==> config.mk <==
export PLATFORM = sky130hd
export DESIGN_NAME = wrp_ctrl
export DESIGN_NICKNAME = d
export VERILOG_FILES = /design/src/rtl/wrp_pkg.sv /design/src/rtl/wrp_cam.sv /design/src/rtl/wrp_rank.sv /design/src/rtl/wrp_vbuf.sv /design/src/rtl/wrp_ctrl.sv
export SDC_FILE = /design/constraint.sdc
export NUM_CORES = 1
export LEC_CHECK = 0
export ABC_AREA = 1
export BUFFER_PORTS_ARGS = -buffer_cell sky130_fd_sc_hd__buf_2
export CAP_MARGIN = 20
export CORE_MARGIN = 1.5
export CORE_UTILIZATION = 40
export DETAILED_ROUTE_END_ITERATION = 12
export SETUP_SLACK_MARGIN = 0.5
export SLEW_MARGIN = 20
export SYNTH_ARGS = -nofsm -noshare
export SYNTH_HDL_FRONTEND = slang
export SYNTH_SLANG_ARGS = --single-unit
==> constraint.sdc <==
create_clock -name clk -period 10 [get_ports clk]
set_clock_uncertainty 0.1 [all_clocks]
set_input_delay 0.5 -clock clk [delete_from_list [all_inputs] [get_ports clk]]
set_output_delay 0.5 -clock clk [all_outputs]
set_load 0.03 [all_outputs]
==> src/rtl/wrp_pkg.sv <==
package wrp_pkg;
  typedef enum logic [0:0] {ST_IDLE = 1'b0, ST_SCAN = 1'b1} wrp_state_e;
endpackage

==> src/rtl/wrp_cam.sv <==
// Associative tag match; lowest matching index wins.
module wrp_cam #(
  parameter int ENTRIES = 4,
  parameter int TAG_W   = 8,
  parameter int IDX_W   = 2
) (
  input  logic [ENTRIES-1:0]            vld,
  input  logic [ENTRIES-1:0][TAG_W-1:0] tags,
  input  logic [TAG_W-1:0]              key,
  output logic                          found,
  output logic [IDX_W-1:0]              idx
);
  always_comb begin
    found = 1'b0;
    idx   = '0;
    for (int i = ENTRIES - 1; i >= 0; i--) begin
      if (vld[i] && tags[i] == key) begin
        found = 1'b1;
        idx   = IDX_W'(i);
      end
    end
  end
endmodule

==> src/rtl/wrp_rank.sv <==
// Weight comparison without division: a outranks b when
// R_a*HE_b*dT_b > R_b*HE_a*dT_a.
module wrp_rank #(
  parameter int CNT_W = 4
) (
  input  logic [CNT_W-1:0] r_a,
  input  logic [CNT_W-1:0] he_a,
  input  logic [CNT_W-1:0] dt_a,
  input  logic [CNT_W-1:0] r_b,
  input  logic [CNT_W-1:0] he_b,
  input  logic [CNT_W-1:0] dt_b,
  output logic             a_wins
);
  localparam int PW = 3 * CNT_W;
  logic [PW-1:0] lhs, rhs;
  assign lhs    = PW'(r_a) * PW'(he_b) * PW'(dt_b);
  assign rhs    = PW'(r_b) * PW'(he_a) * PW'(dt_a);
  assign a_wins = lhs > rhs;
endmodule

==> src/rtl/wrp_vbuf.sv <==
// Victim buffer kept compacted: slot 0 holds the oldest tag.
module wrp_vbuf #(
  parameter int DEPTH = 2,
  parameter int TAG_W = 8,
  parameter int IDX_W = 1
) (
  input  logic             clk,
  input  logic             rst_n,
  input  logic [TAG_W-1:0] key,
  output logic             found,
  output logic [IDX_W-1:0] found_idx,
  input  logic             rm_en,
  input  logic [IDX_W-1:0] rm_idx,
  input  logic             push_en,
  input  logic [TAG_W-1:0] push_tag
);
  localparam int CW = $clog2(DEPTH + 1);

  logic [DEPTH-1:0]            v_q, v_d, tv;
  logic [DEPTH-1:0][TAG_W-1:0] t_q, t_d, tt;
  logic [CW-1:0]               cnt;
  logic                        upd_en;

  wrp_cam #(.ENTRIES(DEPTH), .TAG_W(TAG_W), .IDX_W(IDX_W)) u_cam (
    .vld(v_q), .tags(t_q), .key(key), .found(found), .idx(found_idx)
  );

  assign upd_en = rm_en | push_en;

  always_comb begin
    // remove first, closing the gap
    tv = v_q;
    tt = t_q;
    for (int i = 0; i < DEPTH - 1; i++) begin
      if (rm_en && i >= int'(rm_idx)) begin
        tv[i] = v_q[i+1];
        tt[i] = t_q[i+1];
      end
    end
    if (rm_en) tv[DEPTH-1] = 1'b0;
    cnt = '0;
    for (int i = 0; i < DEPTH; i++) cnt = cnt + CW'(tv[i]);
    // then append, dropping the oldest when full
    v_d = tv;
    t_d = tt;
    if (push_en) begin
      if (int'(cnt) < DEPTH) begin
        for (int i = 0; i < DEPTH; i++) begin
          if (CW'(i) == cnt) begin
            v_d[i] = 1'b1;
            t_d[i] = push_tag;
          end
        end
      end else begin
        for (int i = 0; i < DEPTH - 1; i++) begin
          v_d[i] = tv[i+1];
          t_d[i] = tt[i+1];
        end
        v_d[DEPTH-1] = 1'b1;
        t_d[DEPTH-1] = push_tag;
      end
    end
  end

  always_ff @(posedge clk or negedge rst_n) begin
    if (!rst_n) begin
      v_q <= '0;
      t_q <= '0;
    end else if (upd_en) begin
      v_q <= v_d;
      t_q <= t_d;
    end
  end
endmodule

==> src/rtl/wrp_ctrl.sv <==
module wrp_ctrl
  import wrp_pkg::*;
#(
  parameter int N_WAYS    = 4,
  parameter int BUF_DEPTH = 2,
  parameter int TAG_W     = 8,
  parameter int CNT_W     = 4
) (
  input  logic             clk,
  input  logic             rst_n,
  input  logic             req_valid,
  input  logic [TAG_W-1:0] req_tag,
  input  logic [CNT_W-1:0] hit_energy,
  output logic             busy,
  output logic             res_valid,
  output logic             res_hit,
  output logic             res_partial,
  output logic             res_miss,
  output logic             victim_valid,
  output logic [TAG_W-1:0] victim_tag
);
  localparam int IDX_W  = (N_WAYS > 1) ? $clog2(N_WAYS) : 1;
  localparam int BIDX_W = (BUF_DEPTH > 1) ? $clog2(BUF_DEPTH) : 1;
  localparam logic [CNT_W-1:0] CMAX = {CNT_W{1'b1}};
  localparam logic [CNT_W-1:0] ONE  = CNT_W'(1);

  // entry state
  logic [N_WAYS-1:0]            vld_q, vld_d;
  logic [N_WAYS-1:0][TAG_W-1:0] tag_q, tag_d;
  logic [N_WAYS-1:0][CNT_W-1:0] r_q, r_d, he_q, he_d, dt_q, dt_d;
  // control state
  wrp_state_e        st_q, st_d;
  logic [IDX_W-1:0]  best_q, best_d, scan_q, scan_d;
  logic [TAG_W-1:0]  ptag_q, ptag_d;
  logic              ppart_q, ppart_d;
  logic [BIDX_W-1:0] pbidx_q, pbidx_d;
  // result
  logic             rv_d, rh_d, rp_d, rm_d, vv_d;
  logic [TAG_W-1:0] vt_d;

  logic              c_hit, b_hit, f_any, a_wins, accept, upd_en, commit;
  logic [IDX_W-1:0]  c_idx, f_idx, win_idx, tgt;
  logic [BIDX_W-1:0] b_idx, rm_idx;
  logic              rm_en, push_en, do_touch, do_hit, do_install;
  logic [TAG_W-1:0]  push_tag, inst_tag;

  function automatic logic [CNT_W-1:0] sat_inc(input logic [CNT_W-1:0] x);
    return (x == CMAX) ? x : x + ONE;
  endfunction

  function automatic logic [CNT_W-1:0] sat_add(input logic [CNT_W-1:0] a,
                                               input logic [CNT_W-1:0] b);
    logic [CNT_W:0] s;
    s = {1'b0, a} + {1'b0, b};
    return s[CNT_W] ? CMAX : s[CNT_W-1:0];
  endfunction

  wrp_cam #(.ENTRIES(N_WAYS), .TAG_W(TAG_W), .IDX_W(IDX_W)) u_cache_cam (
    .vld(vld_q), .tags(tag_q), .key(req_tag), .found(c_hit), .idx(c_idx)
  );

  wrp_vbuf #(.DEPTH(BUF_DEPTH), .TAG_W(TAG_W), .IDX_W(BIDX_W)) u_vbuf (
    .clk(clk), .rst_n(rst_n), .key(req_tag), .found(b_hit), .found_idx(b_idx),
    .rm_en(rm_en), .rm_idx(rm_idx), .push_en(push_en), .push_tag(push_tag)
  );

  wrp_rank #(.CNT_W(CNT_W)) u_rank (
    .r_a(r_q[scan_q]), .he_a(he_q[scan_q]), .dt_a(dt_q[scan_q]),
    .r_b(r_q[best_q]), .he_b(he_q[best_q]), .dt_b(dt_q[best_q]),
    .a_wins(a_wins)
  );

  always_comb begin
    f_any = 1'b0;
    f_idx = '0;
    for (int i = N_WAYS - 1; i >= 0; i--) begin
      if (!vld_q[i]) begin
        f_any = 1'b1;
        f_idx = IDX_W'(i);
      end
    end
  end

  assign busy    = (st_q == ST_SCAN);
  assign accept  = req_valid && (st_q == ST_IDLE);
  assign commit  = (st_q == ST_SCAN) && (scan_q == IDX_W'(N_WAYS - 1));
  assign win_idx = a_wins ? scan_q : best_q;
  assign upd_en  = accept || (st_q == ST_SCAN);

  // control decisions
  always_comb begin
    st_d = st_q; best_d = best_q; scan_d = scan_q;
    ptag_d = ptag_q; ppart_d = ppart_q; pbidx_d = pbidx_q;
    rv_d = 1'b0; rh_d = 1'b0; rp_d = 1'b0; rm_d = 1'b0;
    vv_d = 1'b0; vt_d = '0;
    rm_en = 1'b0; rm_idx = '0; push_en = 1'b0; push_tag = '0;
    do_touch = 1'b0; do_hit = 1'b0; do_install = 1'b0;
    tgt = '0; inst_tag = req_tag;
    if (accept) begin
      if (c_hit) begin
        rv_d = 1'b1; rh_d = 1'b1;
        do_touch = 1'b1; do_hit = 1'b1; tgt = c_idx;
      end else if (f_any) begin
        rv_d = 1'b1; rp_d = b_hit; rm_d = !b_hit;
        rm_en = b_hit; rm_idx = b_idx;
        do_touch = 1'b1; do_install = 1'b1; tgt = f_idx;
      end else begin
        st_d = ST_SCAN; best_d = '0; scan_d = IDX_W'(1);
        ptag_d = req_tag; ppart_d = b_hit; pbidx_d = b_idx;
      end
    end else if (st_q == ST_SCAN) begin
      if (!commit) begin
        best_d = win_idx;
        scan_d = scan_q + IDX_W'(1);
      end else begin
        st_d = ST_IDLE;
        rv_d = 1'b1; rp_d = ppart_q; rm_d = !ppart_q;
        vv_d = 1'b1; vt_d = tag_q[win_idx];
        rm_en = ppart_q; rm_idx = pbidx_q;
        push_en = 1'b1; push_tag = tag_q[win_idx];
        do_touch = 1'b1; do_install = 1'b1; tgt = win_idx; inst_tag = ptag_q;
      end
    end
  end

  // entry updates
  always_comb begin
    vld_d = vld_q; tag_d = tag_q; r_d = r_q; he_d = he_q; dt_d = dt_q;
    for (int i = 0; i < N_WAYS; i++) begin
      if (do_touch && vld_q[i] && IDX_W'(i) != tgt) r_d[i] = sat_inc(r_q[i]);
    end
    if (do_hit) begin
      dt_d[tgt] = (r_q[tgt] == '0) ? ONE : r_q[tgt];
      he_d[tgt] = sat_add(he_q[tgt], hit_energy);
      r_d[tgt]  = '0;
    end
    if (do_install) begin
      vld_d[tgt] = 1'b1; tag_d[tgt] = inst_tag;
      r_d[tgt] = '0; he_d[tgt] = ONE; dt_d[tgt] = ONE;
    end
  end

  always_ff @(posedge clk or negedge rst_n) begin
    if (!rst_n) begin
      vld_q <= '0; tag_q <= '0; r_q <= '0; he_q <= '0; dt_q <= '0;
      st_q <= ST_IDLE; best_q <= '0; scan_q <= '0;
      ptag_q <= '0; ppart_q <= 1'b0; pbidx_q <= '0;
      res_valid <= 1'b0; res_hit <= 1'b0; res_partial <= 1'b0;
      res_miss <= 1'b0; victim_valid <= 1'b0; victim_tag <= '0;
    end else begin
      st_q <= st_d; best_q <= best_d; scan_q <= scan_d;
      ptag_q <= ptag_d; ppart_q <= ppart_d; pbidx_q <= pbidx_d;
      res_valid <= rv_d; res_hit <= rh_d; res_partial <= rp_d;
      res_miss <= rm_d; victim_valid <= vv_d; victim_tag <= vt_d;
      if (upd_en) begin
        vld_q <= vld_d; tag_q <= tag_d; r_q <= r_d; he_q <= he_d; dt_q <= dt_d;
      end
    end
  end
endmodule

==> qor.csv, run 1 <==
stage,metric,value,unit
sta,Slew @ Worst Pin,988,ps
worst_setup_path,slowest CP cell,fa_1,
place,RePlAce Congestion,0.894,
sta,f_max,0.111,GHz
grt,first-pass GRT wire length,50600,um
synthesis,mapped cell area,0.0109,mm^2
route,final wirelength,30900,um
synthesis,"Top FF cell, synth",dfrtp_1,
route,DRT iter0 DRCs,760,
floorplan,initial core utilization,40.6,%
flow_run,MaxCap Viol Count,0,
clocking,Root Driver,clkbuf_16,
worst_setup_path,Worst setup SP type,flip-flop,
sta,relative slew slack,33.7,%
floorplan,die area,0.0282,mm^2
clocking,clk_lat worst skew,430,ps
worst_setup_path,required time of the critical path,10210,ps
sta,post-route setup TNS,0,ps
synthesis,"EDFF count, synth",0,
route,Residual DRC,0,
worst_setup_path,Crit path largest cell delay,580,ps
synthesis,Synth Net Count,1600,
layout,"most common cell after layout, fill and taps aside",nand2_1,
synthesis,async set-reset flop share out of synthesis,100,%
clocking,H-tree depth,4,
synthesis,Synth Area per Inst,7.37,um^2
synthesis,register area share after synthesis,29.9,%
run_status,failing checks,hold timing,
layout,share of layout cells above drive strength 1,14.3,%
route,drt first pass iters,5,
worst_setup_path,Critical Path AT,9200,ps
route,wire per inst,16.5,um
route,vias,9983,
grt,largest net degree at the start of global routing,76,
clocking,total CTS buffers,17,
clocking,CTS tree,built,
floorplan,num rows,60,
clocking,clk slew on worst S/H paths,60,ps
worst_setup_path,Critical Path Sink Type,flip-flop,
synthesis,post-synthesis cell type count,58,
synthesis,yosys synthesis warning count,0,
worst_hold_path,worst min path class,in2async,
place,Post-DP HPWL,23200,um
place,port buffer count,28,
sta,setup violators final,0,
sta,Max Slew Vio Count,0,
clocking,clk sinks,130,
floorplan,Core ar.,0.0268,mm^2
grt,initial antenna violation count,0,
sta,Final Critical Period,8990,ps
grt,total gr overflow,0,
layout,layout filler cell count,2690,
layout,Nets,1646,
layout,most frequent cells in the layout,"345 x nand2_1, 197 x inv_1, 150 x nor2_1, 125 x dfrtp_1, 98 x o21ai_0",
synthesis,Synth Register Bits,130,
run_status,outcome,"finished, violations left",
worst_setup_path,crit-path max FO,11,
layout,# diodes,0,
grt,vias in the first global route,9619,
sta,unrepaired setup endpoints after global routing,yes,
clocking,Clock Path Buffers,2,
clocking,CTS Hold Buffers Added,0,
synthesis,Post-Synthesis Cells,1475,
route,ANT nets after route,0,
sta,final hold slack,-3.43,ps
sta,Final Hold Fails,6,
floorplan,DIE HEIGHT,168,um
floorplan,die width,168,um
worst_setup_path,critical path type,reg2reg,
sta,Final period util,89.9,%
route,Vias/cell,5.32,
floorplan,Ports,29,
grt,all-layer global routing usage,22.7,%
layout,area delta synth->final,13.6,%
==> cells by family (layout without fill, tap and decap cells) <==
group,after synthesis,after routing,share of synthesized area [%]
multiplexers,9,9,0.897
adder cells (fa/ha/maj),110,110,14.9
flip-flops,130,130,29.9
buffers and inverters,266,324,9.84
AO/OA/AOI/OAI,281,281,14.9
AND/OR/NAND/NOR,639,640,26.3
XOR/XNOR,40,40,3.22
==> timing repair <==
item                       in CTS  in global routing
pin swaps                       0                  8
gates cloned                    1                  1
buffers inserted                4                 19
resized for setup              10                 38
setup endpoints to repair      15                 16
==> metal layers <==
layer	part of all wire, %	vias to the layer above	track usage (%)	wire length (um)
li1	-	4868	-	-
met1	45	4762	30.5	14000
met2	47	294	37.3	14400
met3	5.6	59	3.24	1720
met4	2.5	0	8.38	789
met5	0	-	0	0
==> cell usage after synthesis (6+ instances only) <==
library cell    n  area, um^2
ha_1           77         963
a21oi_1        72         360
nand4_1        10        62.6
o21ai_1        23         115
o21ai_0       103         515
nand2_2         9        56.3
inv_2          18        67.6
xor2_1         24         210
o211ai_1       14         105
buf_2          14        70.1
mux2_2          6        67.6
nor2_2         13        81.3
nor2_4          7        78.8
nand3_1        67         335
xnor2_1        16         140
fa_1           33         661
inv_1         199         747
nor2_1        151         567
a32oi_1        12         105
nand2_1       345        1290
clkbuf_1       21        78.8
nand3_2         7        70.1
dfrtp_1       130        3250
o22ai_1        28         175
==> critical path: cells and delay by family, from the launching register on <==
family | cells | cell delay [ps]
AOI/OAI and AO/OA | 16 | 2100
xor gates and xnor gates | 1 | 80
adders and majority gates | 9 | 3810
buffers and inverters | 8 | 720
DFF | 1 | 470
and+or+nand+nor | 14 | 1580
==> final timing paths <==
check | startpoint | endpoint | cells past startpoint | slack, ps
max reg2reg | scan_q[1]$_DFFE_PN0P_ | flip-flop | 48 | 1010
min reg2reg | ptag_q[5]$_DFFE_PN0P_ | ptag_q[5]$_DFFE_PN0P_ | 2 | 390
min in group clk | req_valid | r_q[2]$_DFFE_PN0P_ | 4 | 370
max in group asynchronous | rst_n | scan_q[0]$_DFFE_PN0P_ | 2 | 8520
min | rst_n | u_vbuf.t_q[11]$_DFFE_PN0P_ | 1 | -3
max | scan_q[1]$_DFFE_PN0P_ | flip-flop | 48 | 1010
==> area by class of cell <==
class,instances,area [um^2],share of cell area (%)
Sequential cell,130,3260,26.4
Timing Repair inverter,1,7.51,0.0608
Multi-Input combinational cell,1080,6750,54.7
Clock inverter,14,154,1.25
Timing Repair Buffer,68,459,3.72
Tap cell,341,427,3.45
Inverter,223,861,6.97
Clock buffer,18,429,3.47
==> through the flow <==
stage	util [%]	cells	area, um^2	hold WS [ps]	setup slack (ps)
after floorplan	-	1475	10900	104	1010
after global placement	42.4	1818	11400	369	437
after detailed placement	42.4	1818	11400	374	280
after CTS	44.8	1855	12000	26.9	502
after global routing	46.1	1875	12400	60.7	351
final	46.1	1875	12400	-3.43	1010
Power of run 1 is not shown: default switching activity piles up to over one toggle a cycle in this logic, so the estimate is an artifact.
==> run 2, diff against run 1 <==
PLACE_DENSITY = 0.55   (was unset)
==> run 2 against run 1 <==
Compared with the run above:
- the run now ends clean
- setup slack worse by 77 ps
- global-route usage up 0.78 points
- sequential cell count unchanged
- final area up 0.84%
- via count down 0.44%
- routed wire length up 3.8%
- sequential share of layout area down 0.25 points
- critical path depth down 3
- count of clock-buffer cells in the layout down 1
- non-clock buffer count up 8
- fmax down 0.85%
==> qor.csv, run 2 (same netlist as run 1, synthesis figures left out) <==
stage,metric,value,unit,change
sta,unrepaired setup endpoints after global routing,no,,was yes
clocking,clk slew on worst S/H paths,70,ps,was 60 ps
route,final wirelength,32100,um,was 30900 um
route,ANT nets after route,0,,unchanged
route,DRT iter0 DRCs,654,,was 760
clocking,total CTS buffers,17,,unchanged
layout,Seq. cell area,0.00326,mm^2,about the same
worst_setup_path,Crit path largest cell delay,570,ps,was 580 ps
sta,setup violators final,0,,unchanged
floorplan,die area,0.0282,mm^2,unchanged
worst_setup_path,critical path type,reg2reg,,unchanged
layout,Nets,1652,,was 1646
worst_setup_path,Worst setup SP type,flip-flop,,unchanged
place,Post-DP HPWL,24100,um,was 23200 um
sta,f_max,0.110,GHz,was 0.111 GHz
route,Vias/cell,5.28,,was 5.32
layout,layout filler cell count,2686,,was 2690
layout,most frequent cells in the layout,"345 x nand2_1, 197 x inv_1, 150 x nor2_1, 126 x dfrtp_1, 98 x o21ai_0",,"was 345 x nand2_1, 197 x inv_1, 150 x nor2_1, 125 x dfrtp_1, 98 x o21ai_0"
worst_setup_path,Critical Path Sink Type,flip-flop,,unchanged
place,RePlAce Congestion,0.902,,was 0.894
floorplan,Ports,29,,unchanged
grt,first-pass GRT wire length,52100,um,was 50600 um
flow_run,MaxCap Viol Count,0,,unchanged
route,vias,9939,,was 9983
grt,vias in the first global route,9711,,was 9619
sta,Final Hold Fails,0,,was 6
sta,Final Critical Period,9070,ps,was 8990 ps
route,wire per inst,17.1,um,was 16.5 um
worst_setup_path,slowest CP cell,fa_1,,unchanged
sta,post-route setup TNS,0,ps,unchanged
floorplan,num rows,60,,unchanged
grt,largest net degree at the start of global routing,71,,was 76
sta,Max Slew Vio Count,0,,unchanged
worst_setup_path,required time of the critical path,10250,ps,was 10210 ps
worst_setup_path,Critical Path AT,9320,ps,was 9200 ps
floorplan,initial core utilization,40.6,%,unchanged
sta,relative slew slack,42.5,%,was 33.7%
grt,all-layer global routing usage,23.5,%,was 22.7%
place,port buffer count,28,,unchanged
clocking,clk_lat worst skew,430,ps,about the same
layout,"most common cell after layout, fill and taps aside",nand2_1,,unchanged
layout,share of layout cells above drive strength 1,14.9,%,was 14.3%
clocking,Clock Path Buffers,2,,unchanged
grt,total gr overflow,0,,unchanged
clocking,CTS tree,built,,unchanged
route,drt first pass iters,5,,unchanged
layout,area delta synth->final,14.5,%,was 13.6%
grt,initial antenna violation count,1,,was 0
sta,Final period util,90.7,%,was 89.9%
floorplan,Core ar.,0.0268,mm^2,unchanged
sta,Slew @ Worst Pin,863,ps,was 988 ps
clocking,clk sinks,130,,unchanged
worst_setup_path,crit-path max FO,7,,was 11
run_status,outcome,"finished, final reports clean",,"was finished, violations left"
layout,area of the multi-input gates,0.00677,mm^2,was 0.00675 mm^2
floorplan,DIE HEIGHT,168,um,unchanged
worst_hold_path,worst min path class,in2reg,,was in2async
clocking,Root Driver,clkbuf_16,,unchanged
clocking,H-tree depth,4,,unchanged
floorplan,die width,168,um,unchanged
route,Residual DRC,0,,unchanged
[run 2: changes by cell type in the layout (fill, tap and decap cells not counted), moves of 3 or more]
cell / before / now
inv_8: 0 / 5
buf_4: 39 / 45
a32oi_1: 8 / 5
a32oi_2: 4 / 7
[run 2: cell type report]
type | count | share of cell area, %
multi-input cells | 1079 | 54.4
flip-flops and latches | 130 | 26.2
inverters | 223 | 7.01
repair buffers | 76 | 4.22
well taps | 341 | 3.43
clock buffers | 17 | 3.42
clock inverters | 15 | 1.40
diodes | 1 | 0.0201
[run 2: per-layer routing]
layer,up-vias,global-route usage [%],share of wire (%)
met5,-,0,0
met4,0,8.07,2.6
met3,49,3.31,4.6
li1,4886,-,-
met1,4742,31.5,46
met2,262,38.9,47
[run 2: worst paths after layout]
kind	start	to	slack, ps	cells after the start
worst max-delay path	best_q[1]$_DFFE_PN0P_	flip-flop	930	45
min in group asynchronous	rst_n	u_vbuf.t_q[10]$_DFFE_PN0P_	540	2
max in group asynchronous	rst_n	scan_q[0]$_DFFE_PN0P_	7890	3
worst min register to register	ptag_q[5]$_DFFE_PN0P_	ptag_q[5]$_DFFE_PN0P_	390	2
worst min-delay path	req_valid	r_q[1]$_DFFE_PN0P_	380	4
worst max register to register	best_q[1]$_DFFE_PN0P_	flip-flop	930	45
[run 2: critical path, delay by kind of cell, from the launching register on]
| family | cells | cell delay, ps |
|---|---|---|
| buffers and inverters | 9 | 940 |
| adders and majority gates | 8 | 3500 |
| DFF | 1 | 450 |
| and+or+nand+nor | 14 | 1630 |
| xor gates and xnor gates | 2 | 420 |
| AOI/OAI and AO/OA | 12 | 1890 |
[run 2: through the flow]
step / utilization, % / hold slack [ps] / instance area (um^2) / worst slack (ps) / instances
final: 46.5 / 378 / 12500 / 935 / 1882
after global routing: 46.5 / 402 / 12500 / 448 / 1881
after detailed placement: 42.4 / 374 / 11400 / 83.0 / 1820
after global placement: 42.4 / 368 / 11400 / 244 / 1820
after CTS: 45.2 / 362 / 12100 / 538 / 1864
after floorplan: - / 104 / 10900 / 1010 / 1475
[run 2: repair_timing]
item	CTS	global route
endpoints found under the setup margin	16	16
hold endpoints to repair	8	0
hold buffers	1	0
setup buffers	11	17
resized for setup	13	42
pin swaps	0	11
Power of run 2 is left out for the same reason.
